**config.mk**
```make
export PLATFORM = sky130hd
export DESIGN_NAME = lp_entry_ctrl
export DESIGN_NICKNAME = d
export VERILOG_FILES = /design/src/rtl/lp_pkg.sv /design/src/rtl/lp_entry_dec.sv /design/src/rtl/lp_wake_mask.sv /design/src/rtl/lp_pwr_fsm.sv /design/src/rtl/lp_entry_ctrl.sv
export SDC_FILE = /design/constraint.sdc
export NUM_CORES = 1
export LEC_CHECK = 0
export ABC_AREA = 1
export BUFFER_PORTS_ARGS = -buffer_cell sky130_fd_sc_hd__buf_2
export CAP_MARGIN = 5
export CORE_MARGIN = 5
export CORE_UTILIZATION = 35
export CTS_CLUSTER_SIZE = 14
export DETAILED_ROUTE_END_ITERATION = 10
export PLACE_DENSITY = 0.84
export SLEW_MARGIN = 20
export SYNTH_ARGS = -nofsm -noshare
export SYNTH_HDL_FRONTEND = slang
export SYNTH_SLANG_ARGS = --single-unit
export TNS_END_PERCENT = 5
```
**constraint.sdc**
```tcl
create_clock -name clk_i -period 1.5 [get_ports clk_i]
set_clock_uncertainty 0.05 [all_clocks]
set_input_delay 0.15 -clock clk_i [delete_from_list [all_inputs] [get_ports clk_i]]
set_output_delay 0.15 -clock clk_i [all_outputs]
set_load 0.005 [all_outputs]
```
**src/rtl/lp_pkg.sv**
```systemverilog
package lp_pkg;
  typedef enum logic [1:0] {
    ENT_NONE = 2'd0,
    ENT_WFI  = 2'd1,
    ENT_HRET = 2'd2,
    ENT_WFE  = 2'd3
  } entry_e;

  typedef enum logic [2:0] {
    ST_RUN, ST_STOP, ST_STBY, ST_RESUME, ST_RSTREQ
  } pstate_e;

  localparam logic [1:0] MODE_RUN  = 2'd0;
  localparam logic [1:0] MODE_STOP = 2'd1;
  localparam logic [1:0] MODE_STBY = 2'd2;
  localparam logic [1:0] MODE_WAKE = 2'd3;
endpackage

```
**src/rtl/lp_entry_dec.sv**
```systemverilog
module lp_entry_dec
  import lp_pkg::*;
#(
  parameter int N_LINES  = 8,
  parameter int N_PERIPH = 4,
  parameter int N_RTC    = 4
) (
  input  logic                wfi_i,
  input  logic                wfe_i,
  input  logic                hret_i,
  input  logic                deep_sleep_i,
  input  logic                sleep_on_exit_i,
  input  logic                pdown_sel_i,
  input  logic [N_LINES-1:0]  line_pend_i,
  input  logic [N_PERIPH-1:0] periph_pend_i,
  input  logic [N_RTC-1:0]    rtc_flag_i,
  output entry_e              code_o,
  output logic                blocked_o,
  output logic                go_stop_o,
  output logic                go_stby_o
);
  logic any_pend, wfi_req, wfe_req, hret_req, go;

  assign any_pend = (|line_pend_i) | (|periph_pend_i) | (|rtc_flag_i);
  assign wfi_req  = wfi_i & deep_sleep_i;
  assign wfe_req  = wfe_i & deep_sleep_i;
  assign hret_req = hret_i & sleep_on_exit_i & deep_sleep_i & ~pdown_sel_i;

  // fixed priority: interrupt-wait, handler-return, event-wait
  always_comb begin
    if (wfi_req)       code_o = ENT_WFI;
    else if (hret_req) code_o = ENT_HRET;
    else if (wfe_req)  code_o = ENT_WFE;
    else               code_o = ENT_NONE;
  end

  assign go        = (code_o != ENT_NONE) & ~any_pend;
  assign blocked_o = (code_o != ENT_NONE) & any_pend;
  assign go_stop_o = go & ~pdown_sel_i;
  assign go_stby_o = go & pdown_sel_i;
endmodule

```
**src/rtl/lp_wake_mask.sv**
```systemverilog
module lp_wake_mask
  import lp_pkg::*;
#(
  parameter int N_LINES = 8
) (
  input  entry_e             code_i,
  input  logic               sev_i,
  input  logic [N_LINES-1:0] line_act_i,
  input  logic [N_LINES-1:0] irq_mode_i,
  input  logic [N_LINES-1:0] evt_mode_i,
  input  logic [N_LINES-1:0] irq_en_i,
  output logic               wake_hit_o
);
  logic sel_irq_masked, sel_irq_any, sel_evt;
  logic [N_LINES-1:0] hit_vec;

  assign sel_irq_masked = (code_i == ENT_WFI) | (code_i == ENT_HRET);
  assign sel_evt        = (code_i == ENT_WFE);
  assign sel_irq_any    = sel_evt & sev_i;

  for (genvar g = 0; g < N_LINES; g++) begin : g_line
    assign hit_vec[g] = line_act_i[g] &
                        ((sel_irq_masked & irq_mode_i[g] & irq_en_i[g]) |
                         (sel_irq_any & irq_mode_i[g]) |
                         (sel_evt & evt_mode_i[g]));
  end

  assign wake_hit_o = |hit_vec;
endmodule

```
**src/rtl/lp_pwr_fsm.sv**
```systemverilog
module lp_pwr_fsm
  import lp_pkg::*;
#(
  parameter int N_PLL = 2
) (
  input  logic             clk_i,
  input  logic             rst_ni,
  input  logic             go_stop_i,
  input  logic             go_stby_i,
  input  entry_e           code_i,
  input  logic             sev_i,
  input  logic             lp_reg_i,
  input  logic             udrv_en_i,
  input  logic             udrv_main_i,
  input  logic             udrv_lp_i,
  input  logic             wake_hit_i,
  input  logic             stby_wake_i,
  output entry_e           code_q_o,
  output logic             sev_q_o,
  output logic             reg_en_o,
  output logic             reg_lp_o,
  output logic             reg_ud_o,
  output logic             core_pwr_o,
  output logic             core_clk_en_o,
  output logic             hsi_en_o,
  output logic             hse_en_o,
  output logic [N_PLL-1:0] pll_en_o,
  output logic [1:0]       mode_o,
  output logic             wake_o,
  output logic             rst_req_o
);
  pstate_e state_q, state_d;
  logic    lp_q, ud_q, wake_q;

  always_comb begin
    state_d = state_q;
    unique case (state_q)
      ST_RUN:    if (go_stby_i) state_d = ST_STBY;
                 else if (go_stop_i) state_d = ST_STOP;
      ST_STOP:   if (wake_hit_i) state_d = ST_RESUME;
      ST_RESUME: state_d = ST_RUN;
      ST_STBY:   if (stby_wake_i) state_d = ST_RSTREQ;
      ST_RSTREQ: state_d = ST_RUN;
      default:   state_d = ST_RUN;
    endcase
  end

  always_ff @(posedge clk_i or negedge rst_ni) begin
    if (!rst_ni) begin
      state_q  <= ST_RUN;
      code_q_o <= ENT_NONE;
      sev_q_o  <= 1'b0;
      lp_q     <= 1'b0;
      ud_q     <= 1'b0;
      wake_q   <= 1'b0;
    end else begin
      state_q <= state_d;
      wake_q  <= (state_q == ST_RESUME);
      if (state_q == ST_RUN && go_stop_i && !go_stby_i) begin
        code_q_o <= code_i;
        sev_q_o  <= sev_i;
        lp_q     <= lp_reg_i;
        ud_q     <= udrv_en_i & (lp_reg_i ? udrv_lp_i : udrv_main_i);
      end
    end
  end

  always_comb begin
    reg_en_o      = 1'b1;
    reg_lp_o      = 1'b0;
    reg_ud_o      = 1'b0;
    core_pwr_o    = 1'b1;
    core_clk_en_o = 1'b0;
    hsi_en_o      = 1'b0;
    hse_en_o      = 1'b0;
    pll_en_o      = '0;
    mode_o        = MODE_WAKE;
    rst_req_o     = 1'b0;
    unique case (state_q)
      ST_RUN: begin
        core_clk_en_o = 1'b1;
        hsi_en_o      = 1'b1;
        hse_en_o      = 1'b1;
        pll_en_o      = '1;
        mode_o        = MODE_RUN;
      end
      ST_STOP: begin
        reg_lp_o = lp_q;
        reg_ud_o = ud_q;
        mode_o   = MODE_STOP;
      end
      ST_STBY: begin
        reg_en_o   = 1'b0;
        core_pwr_o = 1'b0;
        mode_o     = MODE_STBY;
      end
      ST_RESUME: begin
        hsi_en_o = 1'b1;
        hse_en_o = 1'b1;
      end
      ST_RSTREQ: begin
        hsi_en_o  = 1'b1;
        rst_req_o = 1'b1;
      end
      default: mode_o = MODE_WAKE;
    endcase
  end

  assign wake_o = wake_q;


  wake_pulse_chk: assert property (@(posedge clk_i) disable iff (!rst_ni)
    wake_o |=> !wake_o);

  resume_seq_chk: assert property (@(posedge clk_i) disable iff (!rst_ni)
    (state_q == ST_RESUME) |=> (mode_o == MODE_RUN && wake_o && core_clk_en_o));

  stby_exit_chk: assert property (@(posedge clk_i) disable iff (!rst_ni)
    (state_q == ST_STBY && stby_wake_i) |=> (rst_req_o && !wake_o && core_pwr_o));

  stby_hold_chk: assert property (@(posedge clk_i) disable iff (!rst_ni)
    (state_q == ST_STBY && !stby_wake_i) |=> (mode_o == MODE_STBY));

  stop_hold_chk: assert property (@(posedge clk_i) disable iff (!rst_ni)
    (state_q == ST_STOP && !wake_hit_i) |=> (mode_o == MODE_STOP && $stable(reg_lp_o) && $stable(reg_ud_o)));
endmodule

```
**src/rtl/lp_entry_ctrl.sv**
```systemverilog
module lp_entry_ctrl
  import lp_pkg::*;
#(
  parameter int N_LINES  = 8,
  parameter int N_PERIPH = 4,
  parameter int N_RTC    = 4,
  parameter int N_PLL    = 2
) (
  input  logic                clk_i,
  input  logic                rst_ni,
  input  logic                wfi_i,
  input  logic                wfe_i,
  input  logic                hret_i,
  input  logic                deep_sleep_i,
  input  logic                sleep_on_exit_i,
  input  logic                pdown_sel_i,
  input  logic                sev_on_pend_i,
  input  logic                lp_reg_i,
  input  logic                udrv_en_i,
  input  logic                udrv_main_i,
  input  logic                udrv_lp_i,
  input  logic [N_LINES-1:0]  line_pend_i,
  input  logic [N_PERIPH-1:0] periph_pend_i,
  input  logic [N_RTC-1:0]    rtc_flag_i,
  input  logic [N_LINES-1:0]  line_act_i,
  input  logic [N_LINES-1:0]  line_irq_mode_i,
  input  logic [N_LINES-1:0]  line_evt_mode_i,
  input  logic [N_LINES-1:0]  irq_en_i,
  input  logic                stby_wake_i,
  output logic                reg_en_o,
  output logic                reg_lp_o,
  output logic                reg_ud_o,
  output logic                core_pwr_o,
  output logic                core_clk_en_o,
  output logic                hsi_en_o,
  output logic                hse_en_o,
  output logic [N_PLL-1:0]    pll_en_o,
  output logic [1:0]          mode_o,
  output logic                wake_o,
  output logic                rst_req_o
);
  entry_e code, code_q;
  logic   blocked, go_stop, go_stby, sev_q, wake_hit;

  lp_entry_dec #(.N_LINES(N_LINES), .N_PERIPH(N_PERIPH), .N_RTC(N_RTC)) u_dec (
    .wfi_i, .wfe_i, .hret_i, .deep_sleep_i, .sleep_on_exit_i, .pdown_sel_i,
    .line_pend_i, .periph_pend_i, .rtc_flag_i,
    .code_o(code), .blocked_o(blocked), .go_stop_o(go_stop), .go_stby_o(go_stby)
  );

  lp_wake_mask #(.N_LINES(N_LINES)) u_mask (
    .code_i(code_q), .sev_i(sev_q), .line_act_i,
    .irq_mode_i(line_irq_mode_i), .evt_mode_i(line_evt_mode_i), .irq_en_i,
    .wake_hit_o(wake_hit)
  );

  lp_pwr_fsm #(.N_PLL(N_PLL)) u_fsm (
    .clk_i, .rst_ni, .go_stop_i(go_stop), .go_stby_i(go_stby), .code_i(code),
    .sev_i(sev_on_pend_i), .lp_reg_i, .udrv_en_i, .udrv_main_i, .udrv_lp_i,
    .wake_hit_i(wake_hit), .stby_wake_i,
    .code_q_o(code_q), .sev_q_o(sev_q),
    .reg_en_o, .reg_lp_o, .reg_ud_o, .core_pwr_o, .core_clk_en_o,
    .hsi_en_o, .hse_en_o, .pll_en_o, .mode_o, .wake_o, .rst_req_o
  );


  abort_chk: assert property (@(posedge clk_i) disable iff (!rst_ni)
    (mode_o == MODE_RUN && blocked) |=> (mode_o == MODE_RUN));

  no_idle_wake_chk: assert property (@(posedge clk_i) disable iff (!rst_ni)
    (mode_o == MODE_STOP && line_act_i == '0) |=> (mode_o == MODE_STOP));

  stop_entry_chk: assert property (@(posedge clk_i) disable iff (!rst_ni)
    (mode_o == MODE_RUN && go_stop) |=> (mode_o == MODE_STOP && !core_clk_en_o));
endmodule

```
Word level (Yosys, flattened, before mapping):

Cells that the tools add are included.

* register bits: 9
* logic and storage cells: 117
* input port bits: 62
* output and inout bits: 13

* eq/ne operators: 10
* bitwise operators: 71
* mux-type cells: 18
* reduce and logical (&&, ||, !) cells: 12

Operator list (number)
* bitwise AND 1 bit: 50
* OR 1 bit: 19
* OR reduction 8 bit: 2
* two-way mux 3 bit: 4
* case mux 3 bit (3 select lines): 1
* two-way mux 1 bit: 8
* two-way mux 2 bit: 4
* OR reduction 4 bit: 2
* equality test 3 x 2 -> 1 bit (second input constant): 2
* case mux 2 bit (3 select lines): 1
* equality test 2 bit (second input constant): 2
* equality test 3 x 1 -> 1 bit (second input constant): 1
* equality test 3 bit (second input constant): 1
* zero test 3 bit: 1
* inequality test 3 x 1 -> 1 bit (second input constant): 1
* AND reduction 3 bit: 1
* OR reduction 3 bit: 1
* equality test 2 x 1 -> 1 bit (second input constant): 1
* logical AND 1 bit: 2
* inequality test 2 x 1 -> 1 bit (second input constant): 1
* inequality test 2 bit (second input constant): 1
* inverter 1 bit: 2
* nonzero test 2 bit: 1
* OR reduction 2 bit: 1
* zero test 1 bit: 1

Longest topological paths before layout:

Gate-level depths: netlist (run 1).

* depth after elaboration: 11
* gate-level depth with buffers: 11
* mapped depth without buffers: 10

By module:

Synthesis (run 1) repeated with hierarchy kept, for this count alone.

* cell total of the unflattened synthesis: 150
* area, all modules: 929.6 µm²

Modules (own cells, without submodules)
* lp_pwr_fsm: area each 520.5 µm², times used 1, cells an instance 66, sequential area each 225.2 µm²
* lp_wake_mask: area each 251.5 µm², times used 1, cells an instance 52, sequential area each 0.0 µm²
* lp_entry_dec: area each 157.7 µm², times used 1, cells an instance 32, sequential area each 0.0 µm²

Least setup slack after synthesis (run 1):

OpenSTA, ideal clock, no wires.

* path kind: reg2reg
* start point: register u_fsm.code_q_o[0]
* end point: register u_fsm.state_q[1]
* cell stages (with the launch flop): 12
* required time: 1333 ps
* period minus slack after synthesis: 1501 ps
* arrival: 1334 ps
* setup time: 117 ps
* buffers on the path: 2
* slack: -1 ps
* cells stage by stage: dfrtp_1 > ha_1 > clkbuf_2 > buf_6 > nand2_1 > nand3_1 > nand2_1 > nand2_1 > nor2_1 > nand3_1 > nand3_1 > nand2_1

* longest elaborated chain between the ends: 10
* elaborated cells between the ends (all ways): 64
* classes of those cells: 4 x eq/ne; 58 x bitwise; 2 x reduce/logical

RTL lines
* start: declaration: RTL line lp_pwr_fsm.sv:18 `output entry_e code_q_o,`
* start signal: assignment: RTL line lp_pwr_fsm.sv:60 `code_q_o <= code_i;`
* equality test 2 x 1 -> 1 bit or equality test 2 bit (tied branches): RTL line lp_wake_mask.sv:17 `assign sel_irq_masked = (code_i == ENT_WFI) | (code_i == ENT_HRET);`
* OR 1 bit: RTL line lp_wake_mask.sv:17
* bitwise AND 1 bit (2 in series): RTL line lp_wake_mask.sv:23 `((sel_irq_masked & irq_mode_i[g] & irq_en_i[g]) |`
* OR 1 bit: RTL line lp_wake_mask.sv:23
* OR 1 bit: RTL line lp_wake_mask.sv:24 `(sel_irq_any & irq_mode_i[g]) |`
* bitwise AND 1 bit: RTL line lp_wake_mask.sv:22 `assign hit_vec[g] = line_act_i[g] &`
* OR reduction 8 bit (*): RTL line lp_wake_mask.sv:28 `assign wake_hit_o = |hit_vec;`
* inequality test 2 x 1 -> 1 bit (no source line) (*)
* AND reduction 3 bit (no source line) (*)
* end signal: assignment: RTL line lp_pwr_fsm.sv:57 `state_q <= state_d;`
* end: declaration: RTL line lp_pwr_fsm.sv:32 `pstate_e state_q, state_d;`

Mark *: on every way between the ends. The rest lies on a longest branch, timed or not.
A chain may end at the register's enable or synchronous reset.

Worst setup path after layout (run 1):

* start point: register u_fsm.code_q_o[1]
* end point: register u_fsm.state_q[2]

The elaborated chain is that of the path after synthesis.

==> results.tsv, run 1 <==
stage	metric	value	unit
run_status	status	completed	
clock_tree	h-tree-depth	1	
yosys	synth_area_per_cell	6.090	µm²
cells_and_area	final_cell_mix	buf_2 (74), nand2_1 (47), nand3_1 (21)	
die	dieArea	0.003753	mm²
yosys	synth_top_area_share	24.49	%
cells_and_area	drive_above_1_share	46.70	%
yosys	synth.area.top_cells	dfrtp_1 (24%), nand2_1 (19%), nand3_1 (16%)	
setup_path	worstPathArrival	1.56	ns
drt	wl_met1	1086	µm
setup_path	worstSetupPathType	register to register	
placed_design	placed_cells	250	
placed_design	place.gp.congestion	0.8079	
drt	wl_met2	1494	µm
drt	first_pass_iters	4	
sta	tightest_slew	0.3596	ns
drt	highest_layer	met4	
setup_path	cp.required	1.61	ns
cells_and_area	fin_nets	291	
drt	routed_wl	2823	µm
cells_and_area	postLayoutCellArea	0.001411	mm²
drt	routed_via_density	4.611	
placed_design	dp_hpwl	2360	µm
clock_tree	cts.path.max_buffers	2	
clock_tree	root_buffer	clkbuf_4	
sta	rsz0062_at_grt	true	
clock_tree	numCtsBuffers	3	
yosys	yosys.area.top_type	dfrtp_1	
setup_path	cp_max_fo	8	
drt	post_drt_wl_per_cell	10.98	µm
placed_design	pre_cts_ws	-0.1600	ns
global_route	grt_max_degree	17	
sta	min_period_over_period	96.80	%
sta	hold_viol	0	
run	max_cap_violations	0	
setup_path	critPathCaptureType	register	
cells_and_area	n_fill_cell	255	
clock_tree	cts.sinks	9	
sta	fin_crit	1.452	ns
pwr	powerDensity	568.3	mW/mm²
die	initial_utilization	36.79	%
cells_and_area	final_core_util	56.46	%
global_route	grt_pass1_vias	1076	
cells_and_area	areaGrowthSynthToFinish	53.47	%
clock_tree	clk_pin_slew	0.07	ns
hold_path	hp-class	primary input to register	
yosys	synth_nets	214	
yosys	seq_area_frac_synth	24.49	%
drt	via_count	1185	
die	die_y	61.26	µm
yosys	synthCells	151	
cells_and_area	multi_input_area	625.6	µm²
sta	setup_viol	0	
drt	drcViolationCount	0	
cells_and_area	diodes	0	
sta	relSlewSlack	75.95	%
placed_design	dpl_cell_area	0.001295	mm²
drt	drt_iter0_drc	28	
die	pin_count	75	
die	die_x	61.26	µm
drt	wl_met3	231	µm
global_route	grt_pass1_wl	4091	µm
pwr	leakage	0.8263	nW
cells_and_area	ff_latch_area	225.2	µm²
yosys	ys_warn_count	0	
global_route	overflow	0	
yosys	yosys_register_bits	9	
sta	fin_ws	0.04797	ns
die	num_rows	18	
placed_design	io_buffers	74	
yosys	synth_cell_types	25	
cells_and_area	mostFrequentLayoutCell	buf_2	
yosys	mappedNetlistArea	919.6	µm²
setup_path	start_kind	register	
clock_tree	clkLatencyLatePin	0.27	ns
sta	timing.fmax	0.6887	GHz
sta	report.final.slew_viol_count	0	
global_route	antenna_found_initial	0	
die	core_region_area	0.002500	mm²
global_route	grtUsageTotal	14.46	%
drt	postRouteAntennaNets	0	
clock_tree	cts_tree	done	
cells_and_area	final_cells	257	
pwr	ir_drop	0.0005206	V
-- layer usage --
layer / GRT usage, % / up-vias
met4: 2.786 / 0
met2: 27.04 / 35
met5: 0 / -
met1: 15.54 / 523
met3: 5.241 / 3
li1: - / 624
-- worst max-delay path: stages, from the launching register on --
cell and delay [ns]:
dfrtp_1 0.41, ha_4 0.29, nand3_2 0.07, nand3_2 0.06, nand2_1 0.07, nand2_1 0.05
nor2_1 0.11, nand3_2 0.12, nand2_1 0.09, nor2_1 0.04
-- worst paths after layout --
path                              startpoint               end  slack [ns]  cells past startpoint
max reg2reg                u_fsm.code_q_o[1]  u_fsm.state_q[2]        0.05                      9
max in group asynchronous             rst_ni        u_fsm.lp_q        1.00                      2
min in group asynchronous             rst_ni  u_fsm.state_q[2]        0.21                      2
max                        u_fsm.code_q_o[1]  u_fsm.state_q[2]        0.05                      9
min reg2reg                 u_fsm.state_q[2]      u_fsm.wake_o        0.43                      1
min                            sev_on_pend_i     u_fsm.sev_q_o        0.03                      3
-- kinds of logic after synthesis --
logic type | after synthesis | share of synthesized area, %
multiplexers | 1 | 1.224
AO/OA/AOI/OAI | 5 | 3.130
AND/OR/NAND/NOR | 105 | 55.24
adder cells (fa/ha/maj) | 1 | 1.360
buffers and inverters | 30 | 14.56
flip-flops | 9 | 24.49
-- state kept, by name, indices dropped and copies added, names as in the netlist --
name,flops
u_fsm.code_q_o,2
u_fsm.sev_q_o,1
u_fsm.lp_q,1
u_fsm.wake_o,1
u_fsm.state_q,3
u_fsm.ud_q,1
-- power breakdown --
| part | internal (mW) | switching, mW |
|---|---|---|
| Combinational | 0.157 | 0.183 |
| Clock | 0.103 | 0.0941 |
| Sequential | 0.260 | 0.00526 |
| Total | 0.519 | 0.283 |
-- through the flow --
step	power (mW)	hold slack, ns	TNS [ns]
3_3_place_gp	0.5751	-0.03756	-0.1063
6_report	0.8020	0.02995	0
4_1_cts	0.7741	0.03012	0
2_1_floorplan	0.4179	-0.1956	0
3_5_place_dp	0.5770	-0.02998	-0.4189
5_1_grt	0.8648	0.02126	-0.1527
-- cell type report --
| type | instances | share of cell area, % |
|---|---|---|
| multi-input cells | 112 | 44.33 |
| well taps | 30 | 2.660 |
| clock buffers | 4 | 1.862 |
| flip-flops and latches | 9 | 15.96 |
| repair buffers | 79 | 29.08 |
| inverters | 23 | 6.117 |
-- what timing repair did --
item	4_1_cts	5_1_grt
setup buffers	0	2
gates cloned	0	0
endpoints found under the hold margin	9	0
setup endpoints to repair	3	11
pin swaps	0	6
hold buffers	1	0
resized for setup	2	14
-- cell usage after synthesis --
cell type,count
nand3_4,1
a31oi_1,1
o21bai_1,1
nor2_1,18
nand3_1,29
o21ai_1,1
buf_6,1
nand3_2,1
clkbuf_2,1
o21ai_0,2
nor2_4,3
inv_1,20
nand2_4,1
nor3_4,1
buf_4,3
ha_1,1
nand4_1,2
nand4_2,1
nand2_1,47
dfrtp_1,9
inv_2,3
nor3_1,1
mux2_2,1
buf_2,1
clkbuf_1,1
Power figures use the tool's default switching activity.
==> run 2: changes to the inputs <==
Settings changed: PLACE_DENSITY 0.84 to 0.76.
Clock period 1.5 ns to 1.17 ns, I/O delays scaled along.
==> run 2 against run 1 <==
Utilization increased by 3.8 points. Register-to-register slack worse by 0.31 ns. Final area up 6.7%. Highest routed layer unchanged. The flow now finishes with violations (setup timing). Non-clock buffer count grew 13. Die area unchanged. Worst hold slack worse by 0.0045 ns. Critical endpoint is now core_pwr_o. Combinational power increased by 52%.
==> results.tsv, run 2 (synthesized netlist as in run 1, its figures left out) <==
stage	metric	value	unit	change
run_status	status	finished with violations		
run_status	violations	setup timing		
global_route	grt_pass1_vias	1151		+7.0%
pwr	clock_power_share	22.4	%	-2.2 points
cells_and_area	mostFrequentLayoutCell	buf_2		
hold_path	hp-start	udrv_en_i		
sta	fin_ws	-0.3070	ns	-0.3550 ns
cells_and_area	fin_nets	304		+4.5%
drt	via_count	1223		+3.2%
pwr	powerDensity	736.2	mW/mm²	+30%
pwr	ir_drop	0.0007138	V	+37%
cells_and_area	postLayoutCellArea	0.001506	mm²	+6.7%
placed_design	pre_cts_ws	-0.3025	ns	-0.1424 ns
clock_tree	clk_pin_slew	0.06	ns	about the same
sta	setup_viol	20		+20
die	die_x	61.26	µm	unchanged
clock_tree	root_buffer	clkbuf_4		
drt	routed_via_density	4.530		-1.8%
global_route	overflow	0		unchanged
clock_tree	cts_tree	done		
sta	hold_viol	0		unchanged
pwr	power.internal	0.7381	mW	+42%
pwr	leakage	0.8811	nW	+6.6%
die	initial_utilization	36.79	%	unchanged
drt	post_drt_wl_per_cell	10.72	µm	-2.4%
pwr	pwr-share-seq	30.9	%	-2.1 points
die	num_rows	18		unchanged
setup_path	critPathCaptureType	output pin		
clock_tree	cts.sinks	9		unchanged
global_route	grt_pass1_wl	4374	µm	+6.9%
sta	relSlewSlack	79.77	%	+3.8 points
sta	rsz0062_at_grt	true		
run	max_cap_violations	0		unchanged
drt	drt_iter0_drc	15		-46%
setup_path	cp.required	1.00	ns	-0.61 ns
cells_and_area	largestRegisters	u_fsm.state_q x3, u_fsm.code_q_o x2		
pwr	p_comb_share	46.7	%	+4.3 points
placed_design	io_buffers	74		unchanged
drt	wl_met1	1049	µm	-3.4%
setup_path	rr_startpoint	u_fsm.code_q_o[0]		
global_route	antenna_found_initial	0		unchanged
drt	postRouteAntennaNets	0		unchanged
sta	report.final.slew_viol_count	0		unchanged
setup_path	rr_endpoint	u_fsm.state_q[1]		
placed_design	dp_hpwl	2423	µm	+2.7%
sta	tightest_slew	0.3034	ns	-0.05620 ns
setup_path	rrSetupSlack	-0.26	ns	-0.31 ns
hold_path	whs_path_depth	3		unchanged
cells_and_area	drive_above_1_share	47.08	%	+0.39 points
drt	first_pass_iters	4		unchanged
drt	routed_wl	2895	µm	+2.6%
setup_path	worstSetupPathType	register to output pin		
hold_path	min_to	u_fsm.ud_q		
sta	min_period_over_period	126.2	%	
clock_tree	clkLatencyLatePin	0.27	ns	about the same
drt	highest_layer	met4		
cells_and_area	areaGrowthSynthToFinish	63.81	%	
drt	wl_met2	1689	µm	+13%
cells_and_area	largest_reg_flops	3		unchanged
placed_design	place.gp.congestion	0.7950		-1.6%
die	pin_count	75		unchanged
setup_path	worstPathArrival	1.31	ns	-0.25 ns
drt	drcViolationCount	0		unchanged
pwr	p_sw_share	33.45	%	-1.8 points
sta	fin_crit	1.477	ns	
setup_path	reg2reg_depth	9		unchanged
die	die_y	61.26	µm	unchanged
clock_tree	h-tree-depth	1		unchanged
placed_design	dpl_cell_area	0.001388	mm²	+7.1%
setup_path	start_kind	register		
die	core_region_area	0.002500	mm²	unchanged
global_route	grtUsageTotal	15.44	%	+0.98 points
setup_path	cp_max_fo	4		-4
clock_tree	numCtsBuffers	3		unchanged
sta	timing.fmax	0.6770	GHz	
global_route	grt_max_degree	17		unchanged
cells_and_area	top_register	u_fsm.state_q		
cells_and_area	diodes	0		unchanged
die	dieArea	0.003753	mm²	unchanged
cells_and_area	final_cell_mix	buf_2 (71), nand2_1 (46), nand3_1 (29)		
hold_path	hp-class	primary input to register		
clock_tree	cts.path.max_buffers	2		unchanged
drt	wl_met3	140	µm	-39%
pwr	p_switching	0.3710	mW	+31%
==> run 2: cell count changes in the layout (fill, tap and decap cells not counted), moves of 3 or more <==
cell,previous run,this run
buf_4,4,13
nand3_1,21,29
nand3_2,9,1
buf_6,0,6
buf_2,74,71
==> run 2: cell type report <==
class | count | area, µm²
flip-flops and latches | 9 | 225.2
well taps | 30 | 37.54
fillers | 261 | 993.5
repair buffers | 92 | 540.5
clock buffers | 4 | 26.28
inverters | 23 | 86.33
multi-input cells | 112 | 590.6
==> run 2: timing repair <==
action | in CTS | in global routing
endpoints found under the setup margin | 20 | 20
resized for setup | 12 | 3
buffers inserted | 1 | 1
gates cloned | 0 | 0
hold buffers | 2 | 0
hold endpoints to repair | 10 | 0
pin swaps | 7 | 3
==> run 2: power by group through the flow <==
| stage | Combinational (mW) | Sequential (mW) | Clock, mW |
|---|---|---|---|
| floorplan | 0.187 | 0.349 | 0 |
| global placement | 0.434 | 0.347 | 0 |
| detailed placement | 0.443 | 0.348 | 0 |
| CTS | 0.501 | 0.342 | 0.258 |
| global route | 0.574 | 0.343 | 0.285 |
| finish | 0.518 | 0.342 | 0.249 |
==> run 2: through the flow <==
step           cells  power (mW)  setup TNS (ns)  utilization, %  hold WS [ns]
2_1_floorplan    151      0.5365          -1.651               -       -0.2286
3_3_place_gp     262      0.7813          -1.599           55.51      -0.07210
3_5_place_dp     262      0.7914          -1.955           55.51      -0.06338
4_1_cts          269       1.102          -4.018           59.41       0.02112
5_1_grt          270       1.202          -5.662           60.26       0.03443
6_report         270       1.109          -3.691           60.26       0.02550
==> run 2: worst max-delay path by stage <==
stage | from | endpoint | slack (ns) | cells past startpoint
detailed placement | u_fsm.code_q_o[1] | u_fsm.state_q[2] | -0.30 | 9
CTS | u_fsm.state_q[2] | reg_lp_o | -0.33 | 7
finish | u_fsm.state_q[0] | core_pwr_o | -0.31 | 6
global placement | u_fsm.code_q_o[0] | u_fsm.state_q[1] | -0.29 | 9
global route | u_fsm.code_q_o[0] | u_fsm.state_q[1] | -0.40 | 9
floorplan | u_fsm.code_q_o[0] | u_fsm.state_q[1] | -0.31 | 11
==> run 2: layer usage <==
metal / GRT usage (%) / up-vias
li1: - / 649
met1: 15.37 / 546
met2: 30.66 / 25
met3: 4.612 / 3
met4: 3.715 / 0
met5: 0 / -
==> run 2: critical path: stages, from the launching register on <==
cell and delay (ns):
dfrtp_1 0.43, inv_2 0.14, nand2_2 0.06, nor2_1 0.11, inv_1 0.07, buf_6 0.12, buf_6 0.10
==> run 3: changes to the inputs <==
Settings changed: CORE_UTILIZATION 35 to 39, PLACE_DENSITY 0.76 to 0.8.
Clock period 1.17 ns to 1.5 ns, I/O delays scaled along.
==> run 3 against run 2 <==
The run now ends clean. Worst hold slack improved by 0.027 ns. Worst setup slack improved by 0.35 ns. Flip-flop and latch count unchanged. Utilization increased by 1.8 points. Sequential power decreased by 22%. Combinational power decreased by 36%. Largest power group unchanged. Die area decreased by 8.6%. Non-clock buffer count decreased by 12.
==> results.tsv, run 3 (synthesized netlist as in run 1, its figures left out) <==
stage	metric	value	unit	change
die	dieArea	0.003429	mm²	-8.6%
die	core_region_area	0.002233	mm²	-11%
drt	routed_wl	2888	µm	-0.24%
cells_and_area	largestRegisters	u_fsm.state_q x3, u_fsm.code_q_o x2		
drt	routed_via_density	4.715		+4.1%
hold_path	hp-start	sev_on_pend_i		
setup_path	cp_max_fo	4		unchanged
die	pin_count	75		unchanged
drt	postRouteAntennaNets	0		unchanged
cells_and_area	mostFrequentLayoutCell	buf_2		
setup_path	startpoint	u_fsm.state_q[2]		
cells_and_area	fin_nets	292		-3.9%
clock_tree	cts_tree	done		
die	die_x	58.56	µm	-4.4%
setup_path	path_cells	inv_2, nand2_4, nor2_2, inv_1, nor2_1, buf_2		
hold_path	min_to	u_fsm.sev_q_o		
hold_path	hp-class	primary input to register		
global_route	grt_pass1_vias	1090		-5.3%
cells_and_area	n_fill_cell	230		-12%
global_route	grtUsageTotal	15.33	%	-0.11 points
run_status	status	completed		
pwr	powerDensity	566.1	mW/mm²	-23%
global_route	grt_max_degree	17		unchanged
cells_and_area	largest_reg_flops	3		unchanged
cells_and_area	diodes	0		unchanged
setup_path	max_stage_delay	0.40	ns	-0.03 ns
drt	drcViolationCount	0		unchanged
clock_tree	clkLatencyLatePin	0.26	ns	about the same
die	num_rows	17		-1
clock_tree	root_buffer	clkbuf_4		
setup_path	worstPathArrival	1.26	ns	-0.05 ns
sta	relSlewSlack	79.24	%	-0.53 points
global_route	grt_pass1_wl	4257	µm	-2.7%
cells_and_area	final_cell_mix	buf_2 (74), nand2_1 (47), nand3_1 (27)		
cells_and_area	top_register	u_fsm.state_q		
setup_path	critPathBufInv	3		-1
setup_path	slowest_stage	dfrtp_1		
placed_design	placed_cells	249		-5.0%
sta	setup_viol	0		-100%
clock_tree	numCtsBuffers	3		unchanged
global_route	antenna_found_initial	0		unchanged
drt	via_count	1207		-1.3%
run	max_cap_violations	0		unchanged
sta	hold_viol	0		unchanged
placed_design	dp_hpwl	2369	µm	-2.2%
drt	post_drt_wl_per_cell	11.28	µm	+5.2%
sta	fin_crit	1.460	ns	
sta	tightest_slew	0.3103	ns	+0.006915 ns
clock_tree	cts.path.max_buffers	2		unchanged
pwr	ir_drop	0.0003197	V	-55%
setup_path	cp.required	1.30	ns	+0.30 ns
setup_path	worstSetupPathType	register to output pin		
hold_path	whs_path_depth	3		unchanged
placed_design	io_buffers	74		unchanged
sta	report.final.slew_viol_count	0		unchanged
setup_path	rr_endpoint	u_fsm.state_q[1]		
setup_path	crit_family	flip-flops		
clock_tree	clk_pin_slew	0.06	ns	about the same
setup_path	rrSetupSlack	0.04	ns	+0.30 ns
sta	rsz0062_at_grt	true		
cells_and_area	areaGrowthSynthToFinish	50.75	%	
setup_path	start_kind	register		
setup_path	reg2reg_depth	9		unchanged
drt	first_pass_iters	4		unchanged
die	die_y	58.56	µm	-4.4%
setup_path	rr_startpoint	u_fsm.code_q_o[0]		
drt	drt_iter0_drc	69		+54
placed_design	place.gp.congestion	0.8063		+1.4%
global_route	overflow	0		unchanged
pwr	leakage	0.8247	nW	-6.4%
cells_and_area	ff_latch_area	225.2	µm²	unchanged
setup_path	critPathCaptureType	output pin		
clock_tree	h-tree-depth	1		unchanged
cells_and_area	multi_input_area	595.6	µm²	+0.85%
sta	min_period_over_period	97.35	%	
cells_and_area	final_cells	256		-5.2%
die	initial_utilization	41.18	%	+4.4 points
cells_and_area	drive_above_1_share	44.74	%	-2.3 points
placed_design	dpl_cell_area	0.001300	mm²	-6.3%
clock_tree	cts.sinks	9		unchanged
sta	timing.fmax	0.6848	GHz	
cells_and_area	postLayoutCellArea	0.001386	mm²	-8.0%
## run 3: cell types whose count changed in the layout (fill, tap and decap cells not counted), moves of 2 or more
cell and change:
buf_2 +3, buf_4 -8, buf_6 -6, inv_1 +2
inv_2 -2, nand3_1 -2, nand3_2 +2, nor2_2 +2
## run 3: timing repair
| action | CTS | global route |
|---|---|---|
| pin swaps | 2 | 5 |
| buffers inserted | 0 | 2 |
| resized for setup | 2 | 7 |
| hold buffers | 1 | 0 |
| hold endpoints to repair | 9 | 0 |
| endpoints found under the setup margin | 3 | 8 |
## run 3: worst max path at each step
stage	slack, ns	to	cells after the start
after global routing	-0.07	u_fsm.state_q[2]	9
final	0.04	reg_ud_o	6
after detailed placement	-0.15	u_fsm.state_q[1]	9
after floorplan	0.00009	u_fsm.state_q[1]	11
after CTS	0.001	u_fsm.state_q[1]	9
after global placement	-0.1	u_fsm.state_q[1]	9
## run 3: metrics by stage
stage	TNS [ns]	util (%)	setup WS, ns	power, mW	hold slack [ns]
after floorplan	0	-	0.00009315	0.4179	-0.1956
after global placement	-0.1975	58.21	-0.09639	0.5751	-0.04112
after detailed placement	-0.3329	58.21	-0.1489	0.5804	-0.04231
after CTS	0	60.39	0.001277	0.7686	0.05360
after global routing	-0.1394	62.07	-0.07134	0.8398	0.06904
final	0	62.07	0.03976	0.7847	0.05264
## run 3: area by class of cell
type	instances	area share (%)
sequential	9	16.25
timing repair buffer	80	30.14
clock buffer	4	1.895
multi-input combinational	112	42.96
tap	28	2.527
inverter	23	6.227
## run 3: layer usage
layer	track usage [%]	wire [µm]	share of wire, %	up-vias
li1	-	-	-	627
met1	18.00	1094	38	514
met2	26.79	1342	46	64
met3	4.167	439	15	2
met4	4.967	12	0.42	0
met5	0	0	0	-
## run 3: report_power, final
part	leakage, nW	internal, mW	switching (mW)
sequential	0.115	0.260	0.00709
clock	0.0150	0.102	0.0820
combinational	0.695	0.152	0.182
## run 3: worst min-delay path, stage by stage
cell	delay, ns
buf_2	0.07
nand2_1	0.04
nand2_1	0.06
